==> src/rtl/tdm_pkg.sv <==
package tdm_pkg;
  localparam int WL_W = 5;

  function automatic logic [WL_W-1:0] wlen_decode(input logic [1:0] sel);
    case (sel)
      2'd0:    wlen_decode = WL_W'(8);
      2'd1:    wlen_decode = WL_W'(16);
      default: wlen_decode = WL_W'(24);
    endcase
  endfunction
endpackage

==> src/rtl/tdm_slot_ctr.sv <==
module tdm_slot_ctr #(
  parameter int WL_W   = 5,
  parameter int SLOT_W = 5
) (
  input  logic              clk,
  input  logic              rst,
  input  logic              step_i,
  input  logic              start_i,
  input  logic [WL_W-1:0]   wl_i,
  input  logic [SLOT_W-1:0] last_i,
  output logic              hbit_o,
  output logic              stop_o,
  output logic [WL_W-1:0]   nbit_o,
  output logic [SLOT_W-1:0] nslot_o
);
  logic              pend_q, act_q;
  logic [WL_W-1:0]   cbit_q;
  logic [SLOT_W-1:0] cslot_q;
  logic              word_end, frame_end;

  always_comb begin
    word_end  = (cbit_q == wl_i - 1'b1);
    frame_end = word_end && (cslot_q == last_i);
    hbit_o    = step_i && (pend_q || (act_q && !frame_end));
    stop_o    = step_i && !pend_q && act_q && frame_end;
    nbit_o    = (pend_q || word_end) ? '0 : cbit_q + 1'b1;
    nslot_o   = pend_q ? '0 : (word_end ? cslot_q + 1'b1 : cslot_q);
  end

  always_ff @(posedge clk) begin
    if (rst) begin
      pend_q  <= 1'b0;
      act_q   <= 1'b0;
      cbit_q  <= '0;
      cslot_q <= '0;
    end else begin
      if (hbit_o) begin
        cbit_q  <= nbit_o;
        cslot_q <= nslot_o;
        act_q   <= 1'b1;
      end else if (stop_o) begin
        act_q <= 1'b0;
      end
      pend_q <= start_i ? 1'b1 : (step_i ? 1'b0 : pend_q);
    end
  end

  assert_bit_in_word_R3: assert property (@(posedge clk) disable iff (rst)
    act_q |-> (cbit_q < wl_i));
  assert_slot_in_frame_R5: assert property (@(posedge clk) disable iff (rst)
    act_q |-> (cslot_q <= last_i));
endmodule

==> src/rtl/tdm_tx_lane.sv <==
module tdm_tx_lane #(
  parameter int W    = 24,
  parameter int WL_W = 5
) (
  input  logic            clk,
  input  logic            rst,
  input  logic            en_i,
  input  logic            slot_en_i,
  input  logic            hbit_i,
  input  logic            stop_i,
  input  logic [WL_W-1:0] nbit_i,
  input  logic [WL_W-1:0] wl_i,
  input  logic            wr_i,
  input  logic [W-1:0]    wdata_i,
  output logic            sd_o,
  output logic            oe_o,
  output logic            load_o,
  output logic            urun_o
);
  localparam logic [WL_W-1:0] WMAX = WL_W'(W);

  logic [W-1:0] hold_q, last_q, sh_q, word_sel, aligned;
  logic         hv_q, sd_q, oe_q, load_q, urun_q, take;

  always_comb begin
    word_sel = hv_q ? hold_q : last_q;
    aligned  = word_sel << (WMAX - wl_i);
    take     = hbit_i && (nbit_i == '0) && en_i && slot_en_i;
  end

  always_ff @(posedge clk) begin
    if (rst) begin
      hold_q <= '0; last_q <= '0; sh_q <= '0; hv_q <= 1'b0;
      sd_q <= 1'b0; oe_q <= 1'b0; load_q <= 1'b0; urun_q <= 1'b0;
    end else begin
      load_q <= 1'b0;
      urun_q <= 1'b0;
      if (take) begin
        oe_q   <= 1'b1;
        sd_q   <= aligned[W-1];
        sh_q   <= aligned << 1;
        last_q <= word_sel;
        load_q <= hv_q;
        urun_q <= !hv_q;
      end else if (hbit_i && (nbit_i != '0) && oe_q && en_i) begin
        sd_q <= sh_q[W-1];
        sh_q <= sh_q << 1;
      end else if (hbit_i || stop_i || !en_i) begin
        oe_q <= 1'b0;
        sd_q <= 1'b0;
      end
      if (wr_i) begin
        hold_q <= wdata_i;
        hv_q   <= 1'b1;
      end else if (take) begin
        hv_q <= 1'b0;
      end
    end
  end

  assign sd_o   = sd_q;
  assign oe_o   = oe_q;
  assign load_o = load_q;
  assign urun_o = urun_q;

  assert_sd_only_on_rise_R2: assert property (@(posedge clk) disable iff (rst)
    (!$past(hbit_i) && !$past(stop_i) && $past(en_i)) |-> $stable(sd_q));
  assert_disabled_lane_quiet_R8: assert property (@(posedge clk) disable iff (rst)
    $past(!en_i) |-> !oe_q);
  assert_load_xor_urun_R10: assert property (@(posedge clk) disable iff (rst)
    !(load_q && urun_q));
endmodule

==> src/rtl/tdm_rx_lane.sv <==
module tdm_rx_lane #(
  parameter int W      = 24,
  parameter int WL_W   = 5,
  parameter int SLOT_W = 5
) (
  input  logic              clk,
  input  logic              rst,
  input  logic              hbit_i,
  input  logic              stop_i,
  input  logic [WL_W-1:0]   nbit_i,
  input  logic [SLOT_W-1:0] nslot_i,
  input  logic [WL_W-1:0]   wl_i,
  input  logic              slot_en_i,
  input  logic              sd_i,
  output logic              valid_o,
  output logic [W-1:0]      word_o,
  output logic [SLOT_W-1:0] slot_o
);
  logic [W-1:0]      sh_q, word_q, nxt_sh, wmask;
  logic [SLOT_W-1:0] slot_q;
  logic              valid_q;

  always_comb begin
    nxt_sh = {sh_q[W-2:0], sd_i};
    wmask  = ~({W{1'b1}} << wl_i);
  end

  always_ff @(posedge clk) begin
    if (rst) begin
      sh_q <= '0; word_q <= '0; slot_q <= '0; valid_q <= 1'b0;
    end else begin
      valid_q <= 1'b0;
      if (hbit_i) begin
        sh_q <= nxt_sh;
        if ((nbit_i == wl_i - 1'b1) && slot_en_i) begin
          valid_q <= 1'b1;
          word_q  <= nxt_sh & wmask;
          slot_q  <= nslot_i;
        end
      end else if (stop_i) begin
        sh_q <= '0;
      end
    end
  end

  assign valid_o = valid_q;
  assign word_o  = word_q;
  assign slot_o  = slot_q;

  assert_rx_after_sample_R2: assert property (@(posedge clk) disable iff (rst)
    valid_q |-> $past(hbit_i));
endmodule

==> src/rtl/tdm_serial_port.sv <==
module tdm_serial_port #(
  parameter int NUM_TX    = 3,
  parameter int MAX_SLOTS = 32,
  parameter int MAX_W     = 24
) (
  input  logic                          clk,
  input  logic                          rst,
  input  logic                          net_mode_i,
  input  logic                          async_i,
  input  logic [1:0]                    wlen_sel_i,
  input  logic [$clog2(MAX_SLOTS)-1:0]  last_slot_i,
  input  logic [NUM_TX-1:0]             tx_en_i,
  input  logic [NUM_TX*MAX_SLOTS-1:0]   tx_mask_i,
  input  logic [MAX_SLOTS-1:0]          rx_mask_i,
  input  logic                          rx_sck_i,
  input  logic                          rx_fs_i,
  input  logic                          rx_sd_i,
  input  logic                          tx_sck_i,
  input  logic                          tx_fs_i,
  input  logic [NUM_TX-1:0]             tx_wr_i,
  input  logic [NUM_TX*MAX_W-1:0]       tx_wdata_i,
  output logic [NUM_TX-1:0]             tx_sd_o,
  output logic [NUM_TX-1:0]             tx_oe_o,
  output logic [NUM_TX-1:0]             tx_load_o,
  output logic [NUM_TX-1:0]             tx_urun_o,
  output logic                          rx_valid_o,
  output logic [MAX_W-1:0]              rx_word_o,
  output logic [$clog2(MAX_SLOTS)-1:0]  rx_slot_o
);
  import tdm_pkg::*;

  localparam int SLOT_W = $clog2(MAX_SLOTS);

  logic              rx_sck_q, tx_sck_q;
  logic              rx_rise, rx_fall, tx_rise, tx_fall;
  logic              tx_step, tx_start, rx_start;
  logic [WL_W-1:0]   wl;
  logic [SLOT_W-1:0] eff_last;
  logic              tx_hbit, tx_stop, rx_hbit, rx_stop;
  logic [WL_W-1:0]   tx_nbit, rx_nbit;
  logic [SLOT_W-1:0] tx_nslot, rx_nslot;

  always_ff @(posedge clk) begin
    if (rst) begin
      rx_sck_q <= 1'b0;
      tx_sck_q <= 1'b0;
    end else begin
      rx_sck_q <= rx_sck_i;
      tx_sck_q <= tx_sck_i;
    end
  end

  always_comb begin
    rx_rise  = rx_sck_i && !rx_sck_q;
    rx_fall  = !rx_sck_i && rx_sck_q;
    tx_rise  = tx_sck_i && !tx_sck_q;
    tx_fall  = !tx_sck_i && tx_sck_q;
    tx_step  = async_i ? tx_rise : rx_rise;
    tx_start = async_i ? (tx_fall && tx_fs_i) : (rx_fall && rx_fs_i);
    rx_start = rx_fall && rx_fs_i;
    wl       = wlen_decode(wlen_sel_i);
    eff_last = net_mode_i ? last_slot_i : '0;
  end

  tdm_slot_ctr #(.WL_W(WL_W), .SLOT_W(SLOT_W)) tx_ctr_i (
    .clk(clk), .rst(rst), .step_i(tx_step), .start_i(tx_start),
    .wl_i(wl), .last_i(eff_last), .hbit_o(tx_hbit), .stop_o(tx_stop),
    .nbit_o(tx_nbit), .nslot_o(tx_nslot));

  tdm_slot_ctr #(.WL_W(WL_W), .SLOT_W(SLOT_W)) rx_ctr_i (
    .clk(clk), .rst(rst), .step_i(rx_fall), .start_i(rx_start),
    .wl_i(wl), .last_i(eff_last), .hbit_o(rx_hbit), .stop_o(rx_stop),
    .nbit_o(rx_nbit), .nslot_o(rx_nslot));

  for (genvar k = 0; k < NUM_TX; k++) begin : g_tx
    logic                 lane_en, slot_en;
    logic [MAX_SLOTS-1:0] mask_k;
    if (k == 0) begin : g_first
      assign lane_en = tx_en_i[k];
    end else begin : g_rest
      assign lane_en = tx_en_i[k] && !async_i;
    end
    assign mask_k  = tx_mask_i[k*MAX_SLOTS +: MAX_SLOTS];
    assign slot_en = !net_mode_i || mask_k[tx_nslot];

    tdm_tx_lane #(.W(MAX_W), .WL_W(WL_W)) lane_i (
      .clk(clk), .rst(rst), .en_i(lane_en), .slot_en_i(slot_en),
      .hbit_i(tx_hbit), .stop_i(tx_stop), .nbit_i(tx_nbit), .wl_i(wl),
      .wr_i(tx_wr_i[k]), .wdata_i(tx_wdata_i[k*MAX_W +: MAX_W]),
      .sd_o(tx_sd_o[k]), .oe_o(tx_oe_o[k]), .load_o(tx_load_o[k]),
      .urun_o(tx_urun_o[k]));
  end

  tdm_rx_lane #(.W(MAX_W), .WL_W(WL_W), .SLOT_W(SLOT_W)) rx_lane_i (
    .clk(clk), .rst(rst), .hbit_i(rx_hbit), .stop_i(rx_stop),
    .nbit_i(rx_nbit), .nslot_i(rx_nslot), .wl_i(wl),
    .slot_en_i(!net_mode_i || rx_mask_i[rx_nslot]), .sd_i(rx_sd_i),
    .valid_o(rx_valid_o), .word_o(rx_word_o), .slot_o(rx_slot_o));

  assert_rx_mask_honoured_R6: assert property (@(posedge clk) disable iff (rst)
    (rx_valid_o && net_mode_i) |-> rx_mask_i[rx_slot_o]);
  assert_normal_only_slot0_R4: assert property (@(posedge clk) disable iff (rst)
    (rx_valid_o && !net_mode_i) |-> (rx_slot_o == '0));
endmodule

==> config.mk <==
export PLATFORM = sky130hd
export DESIGN_NAME = tdm_serial_port
export DESIGN_NICKNAME = d
export VERILOG_FILES = /design/src/rtl/tdm_pkg.sv /design/src/rtl/tdm_slot_ctr.sv /design/src/rtl/tdm_tx_lane.sv /design/src/rtl/tdm_rx_lane.sv /design/src/rtl/tdm_serial_port.sv
export SDC_FILE = /design/constraint.sdc
export NUM_CORES = 1
export LEC_CHECK = 0
export ABC_CLOCK_PERIOD_IN_PS = 8400
export BUFFER_PORTS_ARGS = -buffer_cell sky130_fd_sc_hd__buf_2
export CAP_MARGIN = 20
export CORE_MARGIN = 1
export CORE_UTILIZATION = 30
export CTS_CLUSTER_SIZE = 14
export DETAILED_ROUTE_END_ITERATION = 10
export GPL_TIMING_DRIVEN = 0
export SKIP_CTS_REPAIR_TIMING = 1
export SLEW_MARGIN = 10
export SYNTH_ARGS = -nofsm -noshare
export SYNTH_HDL_FRONTEND = slang
export SYNTH_SLANG_ARGS = --single-unit
==> constraint.sdc <==
create_clock -name clk -period 8.4 [get_ports clk]
set_input_delay 0.84 -clock clk [delete_from_list [all_inputs] [get_ports clk]]
set_output_delay 0.84 -clock clk [all_outputs]
set_load 0.05 [all_outputs]
* Word-level counts from Yosys, hierarchy flattened *
Cells that the tools add are included.

operators by class
  add/sub/neg operators = 6
  $lt $le $gt $ge = 2
  eq/ne operators = 9
  shifts and indexed selects = 4
  multiplexer cells = 59
  bitwise logic cells = 6
  reductions and logical operators = 90

operators by type and width
  kind                     number
  $mux W24                 9
  $shl A24 B5 Y24          3
  $mux W23                 2
  $mux W1                  36
  $logic_and A1 B1 Y1      35
  $mux W5                  7
  $reduce_bool A2 Y1       13
  $eq A5 B5 Y1             5
  $and A24 B24 Y24         1
  $not A24 Y24             1
  $shl A24 B5 Y24 const A  1
  $add A5 B1 Y5 const B    4
  $bmux W1 S5              4
  $logic_not A1 Y1         16
  $logic_or A1 B1 Y1       12
  $lt A5 B6 Y1 const B     2
  $pmux W5 S2              1
  $reduce_bool A3 Y1       3
  $reduce_and A2 Y1        4
  $reduce_or A2 Y1         4
  $ne A2 B1 Y1 const B     3
  $logic_not A5 Y1         1
  $reduce_bool A5 Y1       1
  $sub A5 B1 Y5 const B    1
  4 further kinds          7

word-level totals
  register bits after elaboration = 307
  input port bits = 222
  word-level logic and storage cells = 214

* Logic depth before layout (Yosys ltp) *
  word-level depth = 14
  gate-level depth with buffers = 20
  gate-level depth less buffers = 13

* Cells and area by module *
Synthesis repeated with hierarchy kept, for this count alone.

second synthesis, totals
  cells, all modules = 2,113
  area total of the unflattened synthesis = 19,941.6 µm²

by module, submodules not included
  module           times used  cells an instance  area each (µm²)  sequential area each (µm²)
  tdm_tx_lane      3           477                4,712.0          1,521.5
  tdm_rx_lane      1           272                2,492.4          1,061.0
  tdm_slot_ctr     2           120                959.7            240.2
  tdm_serial_port  1           170                1,393.8          40.0

* Least setup slack after synthesis *
Ideal clock, no wire load.

  path kind = in2reg
  start point = in wlen_sel_i[0]
  end point = reg g_tx[0].lane_i.sh_q[13]
  library setup time = 0.057 ns
  arrival time = 4.623 ns
  data required time = 8.343 ns
  slack = 3.720 ns
  cell stages on the path = 17
  buffers on the path = 4
  path through = buf_1 > clkbuf_1 > nor2_1 > inv_1 > ha_1 > xnor2_1 > or2_1 > nor4_2 > mux2i_1 > nand2_1 > o32ai_1 > a22oi_2 > and3_1 > buf_6 > nor4_4 > buf_6 > a21o_1

on the way
  word-level cells in the longest chain between the ends = 13

RTL lines
  what                                                     line                   source
  start: declaration                                       tdm_serial_port.sv:10  input logic [1:0] wlen_sel_i,
  $eq A2 B1 Y1 / $logic_not A2 Y1 (equally long branches)  tdm_pkg.sv:5           case (sel)
  $pmux W5 S2 (*)                                          tdm_pkg.sv:5
  branches (longest 11 deep; another with $sub A5 B1 Y5)   -
  end signal: assignment                                   tdm_tx_lane.sv:41      sh_q <= aligned << 1;
  end signal: assignment                                   tdm_tx_lane.sv:47      sh_q <= sh_q << 1;
  end: declaration                                         tdm_tx_lane.sv:22      logic [W-1:0] hold_q, last_q, sh_q, word_sel, aligned;

Every way passes the cells marked *. The select of a mux whose other input is x is not followed.
A chain may end at the register's enable or synchronous reset.

* Worst setup path after layout *
  start point = in wlen_sel_i[0]
  end point = reg g_tx[1].lane_i.sh_q[17]

on the way
  word-level cells in the longest chain between the ends = 13

RTL lines
  what                                                     line
  $eq A2 B1 Y1 / $logic_not A2 Y1 (equally long branches)  tdm_pkg.sv:5
  $pmux W5 S2 (*)                                          tdm_pkg.sv:5
  branches (longest 11 deep; another with $sub A5 B1 Y5)   -
  end signal: assignment                                   tdm_tx_lane.sv:41
  end signal: assignment                                   tdm_tx_lane.sv:47
  end: declaration                                         tdm_tx_lane.sv:22

Marked as above.

==> flow_summary.json <==
{
  "worstPathArrival_ns": 6.78,
  "setup_viol": 0,
  "io_pins": 264,
  "clock_latency_ns": 0.55,
  "drive_gt1_frac": 0.204,
  "antenna_left": 0,
  "synth_mux_area_frac": 0.163,
  "grt_usage": 0.207,
  "rrSetupSlack_ns": 3.74,
  "syn_area_per_cell_um2": 8.51,
  "gp_congestion": 0.935,
  "clk_pin_slew_worst_paths_ns": 0.06,
  "synth_xor_area_frac": 0.0105,
  "powerDensity_nw_per_um2": 177,
  "cp.buffers_inverters": 6,
  "core.rowCount": 85,
  "setup_ws_ns": 2.06,
  "layout_common_cells": "dfxtp_1, buf_2, nor2_1",
  "syn_inst": 1952,
  "synth-adder-area-share": 0.00452,
  "holdCritStartpoint": "tx_ctr_i.act_q",
  "maxSlewViolCount": 0,
  "num_vias": 16300,
  "cp.required_ns": 8.84,
  "cts_buffers": 37,
  "worst_path_largest_cell_delay_ns": 0.93,
  "chipWidth_um": 237,
  "p_leak_nw": 8.33,
  "fp.dieH_um": 237,
  "crit_family": "compound AO/OA/AOI/OAI gates",
  "clkSinkCount": 307,
  "async_flop_share": 0,
  "critPathLaunchType": "input port",
  "grt_antenna_before_repair": 4,
  "synthesis.area_um2": 16600,
  "hold_ws_ns": 0.455,
  "post-place-cells": 2909,
  "drt-wirelength-per-cell_um": 20.1,
  "synth_top_area_cell": "dfxtp_1",
  "initial_core_util": 0.306,
  "dp_hpwl_mm": 45.5,
  "power.total_mw": 3.55,
  "rsz0062_at_grt": "no",
  "htree_levels": 2,
  "grt-ovfl-total": 0,
  "peakVddDrop_v": 0.000132,
  "finish.instance_area_um2": 20100,
  "viasPerCell": 5.48,
  "routed_wl_mm": 60.0,
  "yosysWarningCount": 0,
  "synth_nets": 2180,
  "startpoint": "wlen_sel_i[0]",
  "clockRootBuffer": "clkbuf_16",
  "synthToLayoutAreaGrowth_pct": 20.9,
  "finalSetupTns_ns": 0,
  "endpoint_kind": "register",
  "fmax_ghz": 0.158,
  "route.detailed.drc": 0,
  "synth-compound-area-share": 0.207,
  "layout_commonest_cell": "dfxtp_1",
  "synth_top_family_by_area": "compound AO/OA/AOI/OAI gates",
  "path_class": "input port to register",
  "layoutNonFillerInstCount": 2977,
  "rr_startpoint": "tx_ctr_i.cbit_q[0]",
  "portBuffers": 260,
  "synth-main-ff-cell": "dfxtp_1",
  "first_pass_iters": 5,
  "finalCritPeriodShare": 0.754,
  "cts_max_path_buffers": 3,
  "cap_violations": 0,
  "preCtsSetupSlack_ns": 1.54,
  "hp-class": "register to register",
  "path_max_fanout": 10,
  "slew_headroom": 0.230,
  "place_area_um2": 18800,
  "utilization": 0.370,
  "grt_pass1_vias": 16200,
  "hold_violations": 0,
  "synth_enable_flop_cells": 0,
  "core_area_um2": 54200,
  "yosys.area_share.simple": 0.192,
  "grt_start_max_net_pins": 13,
  "cts_tree": "built",
  "grt_pass1_wl_mm": 92.3,
  "drt_iter0_markers": 1297,
  "finalCriticalPeriod_ns": 6.34,
  "synth-seq-area-share": 0.370,
  "max_slew.worst_pin.slew_ns": 1.15,
  "ys_ff_latch": 307,
  "skew_ns": 0.0173,
  "status": "finished clean",
  "die_area_um2": 56300,
  "final_nets": 2480,
  "synthDistinctLibCells": 84,
  "crit_chain": "buf_2 > buf_1 > clkbuf_1 > nor2_1 > inv_1 > ha_1 > xnor2_1 > nor2_1 > clkbuf_1 > nand3_1 > a21oi_2 > a211oi_1 > a31o_2 > a311oi_1 > o31a_1 > nor3_4 > buf_6 > a22o_1",
  "synth.area.top_cells": "dfxtp_1, mux2i_1, nor2_1",
  "slowest_stage": "a311oi_1",
  "yosysTopAreaCellShare": 0.370
}
[per-layer routing]
layer / routed length (um) / global-route usage / vias up
met4: 1180 / 0.0520 / 6
met5: 36 / 0 / -
met3: 3770 / 0.0410 / 79
li1: - / - / 7747
met2: 28000 / 0.345 / 557
met1: 27000 / 0.274 / 7922
[final timing paths]
check / to / cells past startpoint
max: g_tx[1].lane_i.sh_q[17] / 18
min: tx_ctr_i.act_q / 2
max reg2reg: g_tx[1].lane_i.sh_q[17] / 13
min reg2reg: tx_ctr_i.act_q / 2
[flip-flops by register name (all words and copies together) (netlist names), 3 cells and up]
name and flops:
g_tx.lane_i.urun_o 3, g_tx.lane_i.sh_q 69, g_tx.lane_i.load_o 3, g_tx.lane_i.sd_o 3, g_tx.lane_i.hold_q 72, tx_ctr_i.cbit_q 5
g_tx.lane_i.hv_q 3, g_tx.lane_i.last_q 72, rx_ctr_i.cbit_q 5, tx_ctr_i.cslot_q 5, rx_lane_i.sh_q 23, rx_ctr_i.cslot_q 5
rx_lane_i.slot_o 5, g_tx.lane_i.oe_o 3, rx_lane_i.word_o 24
[layout make-up]
cell class              count  area [um2]
fillers                  5577       34200
multi-input cells        1451        9590
flip-flops and latches    307        6150
repair buffers            261        1310
clock buffers              54        1110
well taps                 696         871
plain buffers             178         817
clock inverters            13         176
inverters                  16        62.6
diodes                      1        2.50
[cell families (layout without fill, tap and decap cells)]
| family | count (synthesis) | after routing |
|---|---|---|
| AOI/OAI and AO/OA | 507 | 507 |
| adders and majority gates | 6 | 6 |
| DFF | 307 | 307 |
| muxes | 253 | 253 |
| and+or+nand+nor | 666 | 666 |
| buffers and inverters | 194 | 522 |
| other | 0 | 1 |
| xor gates and xnor gates | 19 | 19 |
[cell usage after synthesis, types with 7 or more instances]
master,count
and3_1,46
mux2i_1,189
a31oi_1,39
nand3_1,96
nand4_1,29
mux4_2,7
clkbuf_1,122
o21ai_0,102
dfxtp_1,307
a22oi_1,44
a22o_1,36
o211ai_1,38
inv_1,15
nor2_1,225
xor2_1,8
mux2_2,54
nand2b_1,15
nor2b_1,11
buf_2,17
xnor2_1,10
nand2_1,151
nor3_1,24
a21o_1,26
a21oi_1,108
buf_4,22
buf_1,11
a211oi_1,26
a32o_1,15
a2111oi_0,8
nand3b_1,29
[where the power goes]
part           switching, mW  internal [mW]
registers             0.0224           1.48
clock network          0.657           1.04
logic                  0.212          0.130
total                  0.892           2.65
[worst reg2reg max path, cell delays in order, from the launching register on]
cell and delay, ns:
dfxtp_1 0.40, ha_1 0.24, nand2_1 0.14, nor2_1 0.16, clkbuf_1 0.39, nand3_1 0.22
a21oi_2 0.65, a211oi_1 0.09, a31o_2 0.26, a311oi_1 0.93, o31a_1 0.55, nor3_4 0.12
buf_6 0.17, a22o_1 0.23
Note: power is estimated with default switching activity, not from simulation.
